### src/rtl/mdio_pkg.sv
package mdio_pkg;
  typedef enum logic {OP_WR = 1'b0, OP_RD = 1'b1} mdio_op_e;

  localparam logic [1:0] START_PAT = 2'b01;
  localparam logic [1:0] OPC_RD    = 2'b10;
  localparam logic [1:0] OPC_WR    = 2'b01;
  localparam logic [1:0] TA_WR     = 2'b10;
endpackage

### src/rtl/mdio_tick.sv
module mdio_tick #(
  parameter int HALF_DIV = 10
) (
  input  logic clk_i,
  input  logic rst_ni,
  input  logic run_i,
  output logic half_end_o
);
  localparam int CW = $clog2(HALF_DIV + 1);
  localparam logic [CW-1:0] CNT_LAST = CW'(HALF_DIV - 1);

  logic [CW-1:0] cnt_q;

  assign half_end_o = run_i && (cnt_q == CNT_LAST);

  always_ff @(posedge clk_i or negedge rst_ni) begin
    if (!rst_ni)         cnt_q <= '0;
    else if (!run_i)     cnt_q <= '0;
    else if (half_end_o) cnt_q <= '0;
    else                 cnt_q <= cnt_q + 1'b1;
  end
endmodule

### src/rtl/mdio_tx_shift.sv
module mdio_tx_shift #(
  parameter int W = 64
) (
  input  logic         clk_i,
  input  logic         rst_ni,
  input  logic         load_i,
  input  logic [W-1:0] load_val_i,
  input  logic         shift_i,
  output logic         mdo_o
);
  logic [W-1:0] sr_q;

  assign mdo_o = sr_q[W-1];

  // ones shift in, so the line idles high after the last field
  always_ff @(posedge clk_i or negedge rst_ni) begin
    if (!rst_ni)      sr_q <= '1;
    else if (load_i)  sr_q <= load_val_i;
    else if (shift_i) sr_q <= {sr_q[W-2:0], 1'b1};
  end
endmodule

### src/rtl/mdio_rx_capture.sv
module mdio_rx_capture #(
  parameter int DATA_W = 16
) (
  input  logic              clk_i,
  input  logic              rst_ni,
  input  logic              clear_i,
  input  logic              ack_stb_i,
  input  logic              bit_stb_i,
  input  logic              mdi_i,
  output logic [DATA_W-1:0] rdata_o,
  output logic              err_o
);
  logic [DATA_W-1:0] data_q;
  logic              err_q;

  always_ff @(posedge clk_i or negedge rst_ni) begin
    if (!rst_ni) begin
      data_q <= '0;
      err_q  <= 1'b0;
    end else if (clear_i) begin
      data_q <= '0;
      err_q  <= 1'b0;
    end else begin
      if (ack_stb_i) err_q <= mdi_i;
      // data is not captured without an acknowledge
      if (bit_stb_i && !err_q) data_q <= {data_q[DATA_W-2:0], mdi_i};
    end
  end

  assign rdata_o = data_q;
  assign err_o   = err_q;
endmodule

### src/rtl/mdio_master.sv
module mdio_master
  import mdio_pkg::*;
#(
  parameter int HALF_DIV = 10,
  parameter int PRE_LEN  = 32,
  parameter int PHY_AW   = 5,
  parameter int REG_AW   = 5,
  parameter int DATA_W   = 16
) (
  input  logic              clk_i,
  input  logic              rst_ni,
  input  logic              start_i,
  input  logic              rd_i,
  input  logic [PHY_AW-1:0] phy_addr_i,
  input  logic [REG_AW-1:0] reg_addr_i,
  input  logic [DATA_W-1:0] wdata_i,
  output logic [DATA_W-1:0] rdata_o,
  output logic              done_o,
  output logic              err_o,
  output logic              busy_o,
  output logic              mdc_o,
  output logic              mdo_o,
  output logic              oe_o,
  input  logic              mdi_i
);
  // bit positions within the frame, counted from 0
  localparam int ADDR_END   = PRE_LEN + 4 + PHY_AW + REG_AW; // bits driven on a read
  localparam int ACK_IDX    = ADDR_END + 1;
  localparam int DATA_FIRST = ACK_IDX + 1;
  localparam int DATA_LAST  = DATA_FIRST + DATA_W - 1;
  localparam int LAST_IDX   = DATA_LAST + 1;                 // trailing idle bit
  localparam int SR_W       = LAST_IDX;
  localparam int IDX_W      = $clog2(LAST_IDX + 1);
  localparam int RD_TAIL    = SR_W - ADDR_END;

  localparam logic [IDX_W-1:0] IDX_LAST   = IDX_W'(LAST_IDX);
  localparam logic [IDX_W-1:0] IDX_REL    = IDX_W'(ADDR_END - 1);
  localparam logic [IDX_W-1:0] IDX_ACK    = IDX_W'(ACK_IDX);
  localparam logic [IDX_W-1:0] IDX_DFIRST = IDX_W'(DATA_FIRST);
  localparam logic [IDX_W-1:0] IDX_DLAST  = IDX_W'(DATA_LAST);

  logic             busy_q, phase_q, mdc_q, oe_q, done_q;
  logic [IDX_W-1:0] idx_q;
  mdio_op_e         op_q;
  logic             half_end, accept;
  logic [SR_W-1:0]  frame_w;

  assign accept = start_i && !busy_q;

  mdio_tick #(.HALF_DIV(HALF_DIV)) u_tick (
    .clk_i      (clk_i),
    .rst_ni     (rst_ni),
    .run_i      (busy_q),
    .half_end_o (half_end)
  );

  always_comb begin
    if (rd_i)
      frame_w = {{PRE_LEN{1'b1}}, START_PAT, OPC_RD, phy_addr_i, reg_addr_i,
                 {RD_TAIL{1'b1}}};
    else
      frame_w = {{PRE_LEN{1'b1}}, START_PAT, OPC_WR, phy_addr_i, reg_addr_i,
                 TA_WR, wdata_i};
  end

  mdio_tx_shift #(.W(SR_W)) u_tx (
    .clk_i      (clk_i),
    .rst_ni     (rst_ni),
    .load_i     (accept),
    .load_val_i (frame_w),
    .shift_i    (half_end && phase_q && (idx_q != IDX_LAST)),
    .mdo_o      (mdo_o)
  );

  logic rd_low_end;
  assign rd_low_end = half_end && !phase_q && (op_q == OP_RD);

  mdio_rx_capture #(.DATA_W(DATA_W)) u_rx (
    .clk_i     (clk_i),
    .rst_ni    (rst_ni),
    .clear_i   (accept),
    .ack_stb_i (rd_low_end && (idx_q == IDX_ACK)),
    .bit_stb_i (rd_low_end && (idx_q >= IDX_DFIRST) && (idx_q <= IDX_DLAST)),
    .mdi_i     (mdi_i),
    .rdata_o   (rdata_o),
    .err_o     (err_o)
  );

  always_ff @(posedge clk_i or negedge rst_ni) begin
    if (!rst_ni) begin
      busy_q  <= 1'b0;
      phase_q <= 1'b0;
      mdc_q   <= 1'b0;
      oe_q    <= 1'b0;
      done_q  <= 1'b0;
      idx_q   <= '0;
      op_q    <= OP_WR;
    end else begin
      done_q <= 1'b0;
      if (!busy_q) begin
        if (start_i) begin
          busy_q  <= 1'b1;
          phase_q <= 1'b0;
          idx_q   <= '0;
          oe_q    <= 1'b1;
          op_q    <= rd_i ? OP_RD : OP_WR;
        end
      end else if (half_end) begin
        if (!phase_q) begin
          phase_q <= 1'b1;
          mdc_q   <= 1'b1;
        end else begin
          mdc_q <= 1'b0;
          if (idx_q == IDX_LAST) begin
            busy_q <= 1'b0;
            done_q <= 1'b1;
            oe_q   <= 1'b0;
          end else begin
            idx_q   <= idx_q + 1'b1;
            phase_q <= 1'b0;
            if (op_q == OP_RD && idx_q == IDX_REL) oe_q <= 1'b0;
          end
        end
      end
    end
  end

  assign busy_o = busy_q;
  assign done_o = done_q;
  assign mdc_o  = mdc_q;
  assign oe_o   = oe_q;
endmodule

### config.mk
export PLATFORM = sky130hd
export DESIGN_NAME = mdio_master
export DESIGN_NICKNAME = d
export VERILOG_FILES = /design/src/rtl/mdio_pkg.sv /design/src/rtl/mdio_tick.sv /design/src/rtl/mdio_tx_shift.sv /design/src/rtl/mdio_rx_capture.sv /design/src/rtl/mdio_master.sv
export SDC_FILE = /design/constraint.sdc
export NUM_CORES = 1
export LEC_CHECK = 0
export BUFFER_PORTS_ARGS = -buffer_cell sky130_fd_sc_hd__buf_2
export CAP_MARGIN = 10
export CORE_UTILIZATION = 52
export CTS_CLUSTER_DIAMETER = 30
export DETAILED_ROUTE_END_ITERATION = 8
export PLACE_DENSITY = 0.75
export SETUP_SLACK_MARGIN = 0.05
export SYNTH_ARGS = -nofsm -noshare
export SYNTH_HDL_FRONTEND = slang
export SYNTH_SLANG_ARGS = --single-unit
### constraint.sdc
create_clock -name clk_i -period 1.7 [get_ports clk_i]
set_input_delay 0.085 -clock clk_i [delete_from_list [all_inputs] [get_ports clk_i]]
set_output_delay 0.085 -clock clk_i [all_outputs]
set_load 0.05 [all_outputs]
Yosys cells after proc, flatten, opt, wreduce, memory -nomap -nowiden
Cells that the tools add are included.
- reductions and logical operators: 23
- bitwise operators: 1
- magnitude comparators: 2
- mux-type cells: 35
- add/sub/neg operators: 2
- equal/unequal tests: 9
- operator list (operator ; count):
    64-bit 2-to-1 mux ; 2
    7-bit 2-to-1 mux ; 5
    16-bit 2-to-1 mux ; 2
    30-bit 2-to-1 mux ; 1
    1-bit 2-to-1 mux ; 23
    7-bit by 6-bit equality test with 1-bit output (second input constant) ; 2
    1-bit logical AND ; 11
    4-bit 2-to-1 mux ; 2
    4-bit AND reduction ; 2
    2-bit nonzero test ; 4
    7-bit by 1-bit adder with 7-bit output (second input constant) ; 1
    7-bit equality test (second input constant) ; 1
    7-bit by 6-bit >= comparator with 1-bit output (second input constant) ; 1
    7-bit by 6-bit less-or-equal comparator with 1-bit output (second input constant) ; 1
    7-bit inequality test (second input constant) ; 1
    2-bit AND reduction ; 3
    4-bit by 1-bit adder with 4-bit output (second input constant) ; 1
    4-bit equality test (second input constant) ; 1
    2-bit by 1-bit inequality test with 1-bit output (second input constant) ; 2
    1-bit logical NOT ; 3
    3-bit by 1-bit inequality test with 1-bit output (second input constant) ; 1
    2-bit inequality test (second input constant) ; 1
    1-bit inverter ; 1
- input bits: 31
- output and inout bits: 22
- register bits: 98
- word-level logic and storage cells: 83

Logic depth before layout (Yosys ltp)
- word-level depth: 9
- gate-level depth with buffers: 9
- gate-level depth less buffers: 6

Cells and area by module
From an unflattened synthesis, not the netlist that was laid out.
- cell total of the unflattened synthesis: 460
- area, all modules: 4918.5 um^2
- modules (own cells, without submodules) (module ; cells an instance ; instances ; area each (um^2) ; seq. area each (um^2)):
    mdio_tx_shift ; 277 ; 1 ; 3041.7 ; 1681.6
    mdio_master ; 107 ; 1 ; 909.6 ; 325.3
    mdio_rx_capture ; 56 ; 1 ; 754.5 ; 425.4
    mdio_tick ; 20 ; 1 ; 212.7 ; 100.1

Worst setup path after synthesis
No wires, ideal clock.
- path type: register to register
- start point: register busy_q (netlist: busy_o)
- end point: register idx_q[5]
- data arrival time: 1.834 ns
- path slack: -0.211 ns
- buffers on the path: 1
- required time: 1.622 ns
- cell stages (with the launch flop): 6
- library setup time: 0.078 ns
- clock period less this slack: 1.911 ns
- path through: dfrtp_1 > and4b_1 > buf_2 > o211ai_4 > or4_1 > a21oi_1
- word-level cells in the longest chain between the ends: 3
- elaborated cells on any way between the ends: 7
- classes of those cells: eq/ne: 3; mux: 1; reduce/logical: 3
- RTL lines (element ; line ; text):
    start: declaration ; mdio_master.sv:42 ; logic busy_q, phase_q, mdc_q, oe_q, done_q;
    start signal: assignment ; mdio_master.sv:91 ; busy_q <= 1'b0;
    start signal: assignment ; mdio_master.sv:102 ; busy_q <= 1'b1;
    start signal: assignment ; mdio_master.sv:115 ; busy_q <= 1'b0;
    1-bit logical AND ; mdio_tick.sv:14 ; assign half_end_o = run_i && (cnt_q == CNT_LAST);
    2-bit by 1-bit inequality test with 1-bit output (no line) ; -- ;
    4-bit AND reduction (no line) ; -- ;
    end signal: assignment ; mdio_master.sv:119 ; idx_q <= idx_q + 1'b1;
    end: declaration ; mdio_master.sv:43 ; logic [IDX_W-1:0] idx_q;
Several ways; a longest one is shown, not always the timed one.
A chain may end at the register's enable or synchronous reset.

Worst setup path after layout
- start point: register idx_q[5]
- end point: register u_tx.sr_q[7]
- word-level cells in the longest chain between the ends: 3
- RTL lines (element ; line ; text):
    7-bit inequality test ; mdio_master.sv:71 ; .shift_i (half_end && phase_q && (idx_q != IDX_LAST)),
    1-bit logical AND ; mdio_master.sv:71 ;
    2-bit nonzero test (no line) ; -- ;
    end signal: assignment ; mdio_tx_shift.sv:18 ; else if (load_i) sr_q <= load_val_i;
    end signal: assignment ; mdio_tx_shift.sv:19 ; else if (shift_i) sr_q <= {sr_q[W-2:0], 1'b1};
    end: declaration ; mdio_tx_shift.sv:11 ; logic [W-1:0] sr_q;
Every way passes these cells.

==> impl_metrics.csv <==
group,metric,value,unit
sta,relSlewSlack,0.6668,
clock_network,ctsHtreeMaxLevel,3,
power,leakage,2.662,nW
die,core-area,0.008175,mm²
sta,fin_crit,1.893,ns
yosys,synth_cell_types,39,
outcome,violations,"setup timing",
yosys,yosysWarnings,0,
sta,slew_violations,0,
sta,finClkSkew,0.01665,ns
clock_network,clk_pin_slew_worst_paths,0.11,ns
placed_design,dpl.hpwl,5.587,mm
placed_design,gp_congestion,0.7731,
sta,tightest_slew,0.4998,ns
yosys,ys_seq_area_frac,0.5771,
final_layout,layout.nets,573,
final_layout,drive_gt1_frac,0.4428,
yosys,synth_top_area_frac,0.3832,
yosys,netlist_area,0.004388,mm²
global_routing,overflow,0,
yosys,yosys_most_used_dff,"dfstp_2",
die,num_rows,33,
placed_design,numPortBuffers,52,
power,power,8.828,mW
clock_network,clk_latency,0.37,ns
routing,dr_total_vias,3614,
yosys,synthCells,450,
clock_network,cts_buffer_depth,2,
yosys,async_reset_ff_frac,1.000,
setup_path,cp_max_fo,30,
global_routing,grt_pass1_wl,16.06,mm
yosys,ys_ff_latch,98,
power,power.density,1514,mW/mm²
routing,remaining_drc_errors,0,
global_routing,antenna_found_initial,0,
clock_network,clock-sinks,98,
final_layout,area_growth,32.88,%
clock_network,cts_tree,"built",
yosys,synth_edf_count,0,
sta,hold_violations,0,
setup_path,cp.arrival,2.18,ns
sta,finalCritPeriodShare,1.114,
routing,vias_per_cell,5.586,
die,die-area,0.008810,mm²
routing,ant_nets,0,
die,initial_core_util,0.5367,
global_routing,grt_max_degree,99,
sta,setup_slack,-0.1932,ns
sta,whs,0.03140,ns
setup_path,cp.required,1.98,ns
outcome,outcome,"finished with violations",
yosys,synth_nets,486,
routing,firstDrtPassIters,4,
hold_path,min_path_type,"in2reg",
die,die_y,93.86,µm
yosys,netlist_top_cells_area,"dfstp_2 (38%), dfrtp_1 (19%), nand2_1 (8.9%)",
setup_path,crit_type,"reg2reg",
routing,wl,10.60,mm
yosys,yosysTopAreaCell,"dfstp_2",
final_layout,antenna_cells,0,
setup_path,crit_path_start_kind,"flop",
die,die_x,93.86,µm
yosys,avgSynthCellArea,9.751,µm²
global_routing,grt_pass1_vias,3397,
routing,avgRoutedWirePerCell,16.38,µm
flow_run,maxCapViolCount,0,
sta,finalSetupViolations,69,
final_layout,fillCellCount,559,
clock_network,cts_buffers,9,
power,vdd_drop_max,1128,µV
global_routing,track_usage,0.2377,
routing,drt_iter0_drc,244,
clock_network,cts-root-buf,"clkbuf_8",
setup_path,worstSetupEndpointType,"flop",
sta,max_freq,528.2,MHz
die,io_pins,53,
sta,rsz0062_at_grt,"yes",
placed cells by master, fill, tap and decap left out, types with 8 or more instances in the layout:
cell	n
buf_6	9
o21ai_2	18
dfstp_2	64
nor3_1	38
nor2_1	29
buf_12	8
o21ai_0	16
dlygate4sd3_1	15
buf_2	51
clkbuf_8	10
buf_4	18
nor3_2	8
dfrtp_1	33
nand2_1	101
nand3_1	18
mux2i_1	11
inv_1	11
critical path, cell delays in order, from the launching register on:
cell and delay, ns:
dfrtp_1 0.39, or4_4 0.58, o211ai_4 0.32, buf_12 0.22, nor2_1 0.11, nor3_1 0.19
routing by layer:
layer  global-route usage  up-vias  wire length (µm)
met4              0.09744        0               195
met5                    0        -                 0
met2               0.3899       84              5400
met1               0.3144     1827              4637
li1                     -     1690                 -
met3              0.03803       13               361
area by class of cell:
type	instances	area [µm²]	area share
inverter	12	45.04	0.007725
clock buffer	10	137.6	0.02361
tap	105	131.4	0.02253
clock inverter	6	72.57	0.01245
timing repair buffer	107	952.2	0.1633
multi-input combinational	309	1958	0.3358
sequential	98	2534	0.4345
report_power, final:
part	internal, mW	switching (mW)	total [mW]	leakage [nW]
Sequential	3.76	0.690	4.45	1.09
Clock	0.737	0.848	1.58	0.103
Combinational	1.33	1.46	2.79	1.47
Total	5.83	3.00	8.83	2.66
sequential cells by signal (all words and copies together) (netlist names):
register,count
u_rx.err_o,1
u_tick.cnt_q,4
phase_q,1
mdc_o,1
busy_o,1
u_tx.sr_q,64
u_rx.rdata_o,16
idx_q,7
oe_o,1
op_q,1
done_o,1
metrics by stage:
step	setup slack (ns)	util	setup TNS (ns)	cells	area (µm²)
floorplan	-0.006231	-	-0.006231	450	4424
global placement	-0.07760	0.6009	-1.944	602	4912
detailed placement	-0.1248	0.6009	-4.471	602	4912
CTS	-0.1299	0.6694	-4.075	642	5473
global route	-0.2428	0.7132	-11.44	647	5831
finish	-0.1932	0.7132	-6.507	647	5831
path summary, 6_finish.rpt:
| check | endpoint | start | depth (start not counted) | slack (ns) |
|---|---|---|---|---|
| min in group asynchronous | u_tick.cnt_q[0]$_DFF_PN0_ | rst_ni | 3 | 0.31 |
| hold / removal | u_tx.sr_q[4]$_DFFE_PN1P_ | wdata_i[4] | 3 | 0.03 |
| hold reg to reg | u_tx.sr_q[48]$_DFFE_PN1P_ | u_tx.sr_q[47]$_DFFE_PN1P_ | 2 | 0.47 |
| max in group asynchronous | u_tx.sr_q[51]$_DFFE_PN1P_ | rst_ni | 3 | 1.00 |
| setup reg to reg | u_tx.sr_q[7]$_DFFE_PN1P_ | idx_q[5]$_DFFE_PN0P_ | 5 | -0.19 |
| setup / recovery | u_tx.sr_q[7]$_DFFE_PN1P_ | idx_q[5]$_DFFE_PN0P_ | 5 | -0.19 |
Yosys cell counts (2+ instances only):
| cell | number |
|---|---|
| nand2_1 | 104 |
| nor3_1 | 46 |
| o211ai_1 | 2 |
| dfrtp_1 | 34 |
| o21ai_0 | 37 |
| dfstp_2 | 64 |
| nor2b_1 | 3 |
| mux2_2 | 7 |
| buf_6 | 4 |
| inv_1 | 12 |
| mux2i_1 | 12 |
| clkbuf_2 | 3 |
| buf_4 | 2 |
| a22oi_1 | 11 |
| buf_2 | 5 |
| nor2_1 | 31 |
| a21oi_1 | 4 |
| nand4_1 | 2 |
| ha_1 | 5 |
| nand3b_1 | 2 |
| clkbuf_1 | 16 |
| xnor2_1 | 2 |
| o31ai_1 | 3 |
| nand3_1 | 24 |
logic make-up after synthesis:
kind of cell               Yosys count  share of synthesized area
AOI/OAI and AO/OA                   64                    0.09267
xor gates and xnor gates             2                   0.003993
adders and majority gates            5                    0.01426
buffers and inverters               43                    0.04761
DFF                                 98                     0.5771
muxes                               19                    0.04534
and+or+nand+nor                    219                     0.2190
repair_timing:
action	CTS	global route
setup endpoints to repair	78	86
gates resized for setup	21	81
pin swaps	3	13
hold buffers	15	0
hold endpoints to repair	49	0
cloned	2	4
buffers inserted	7	2
Power figures use the tool's default switching activity.
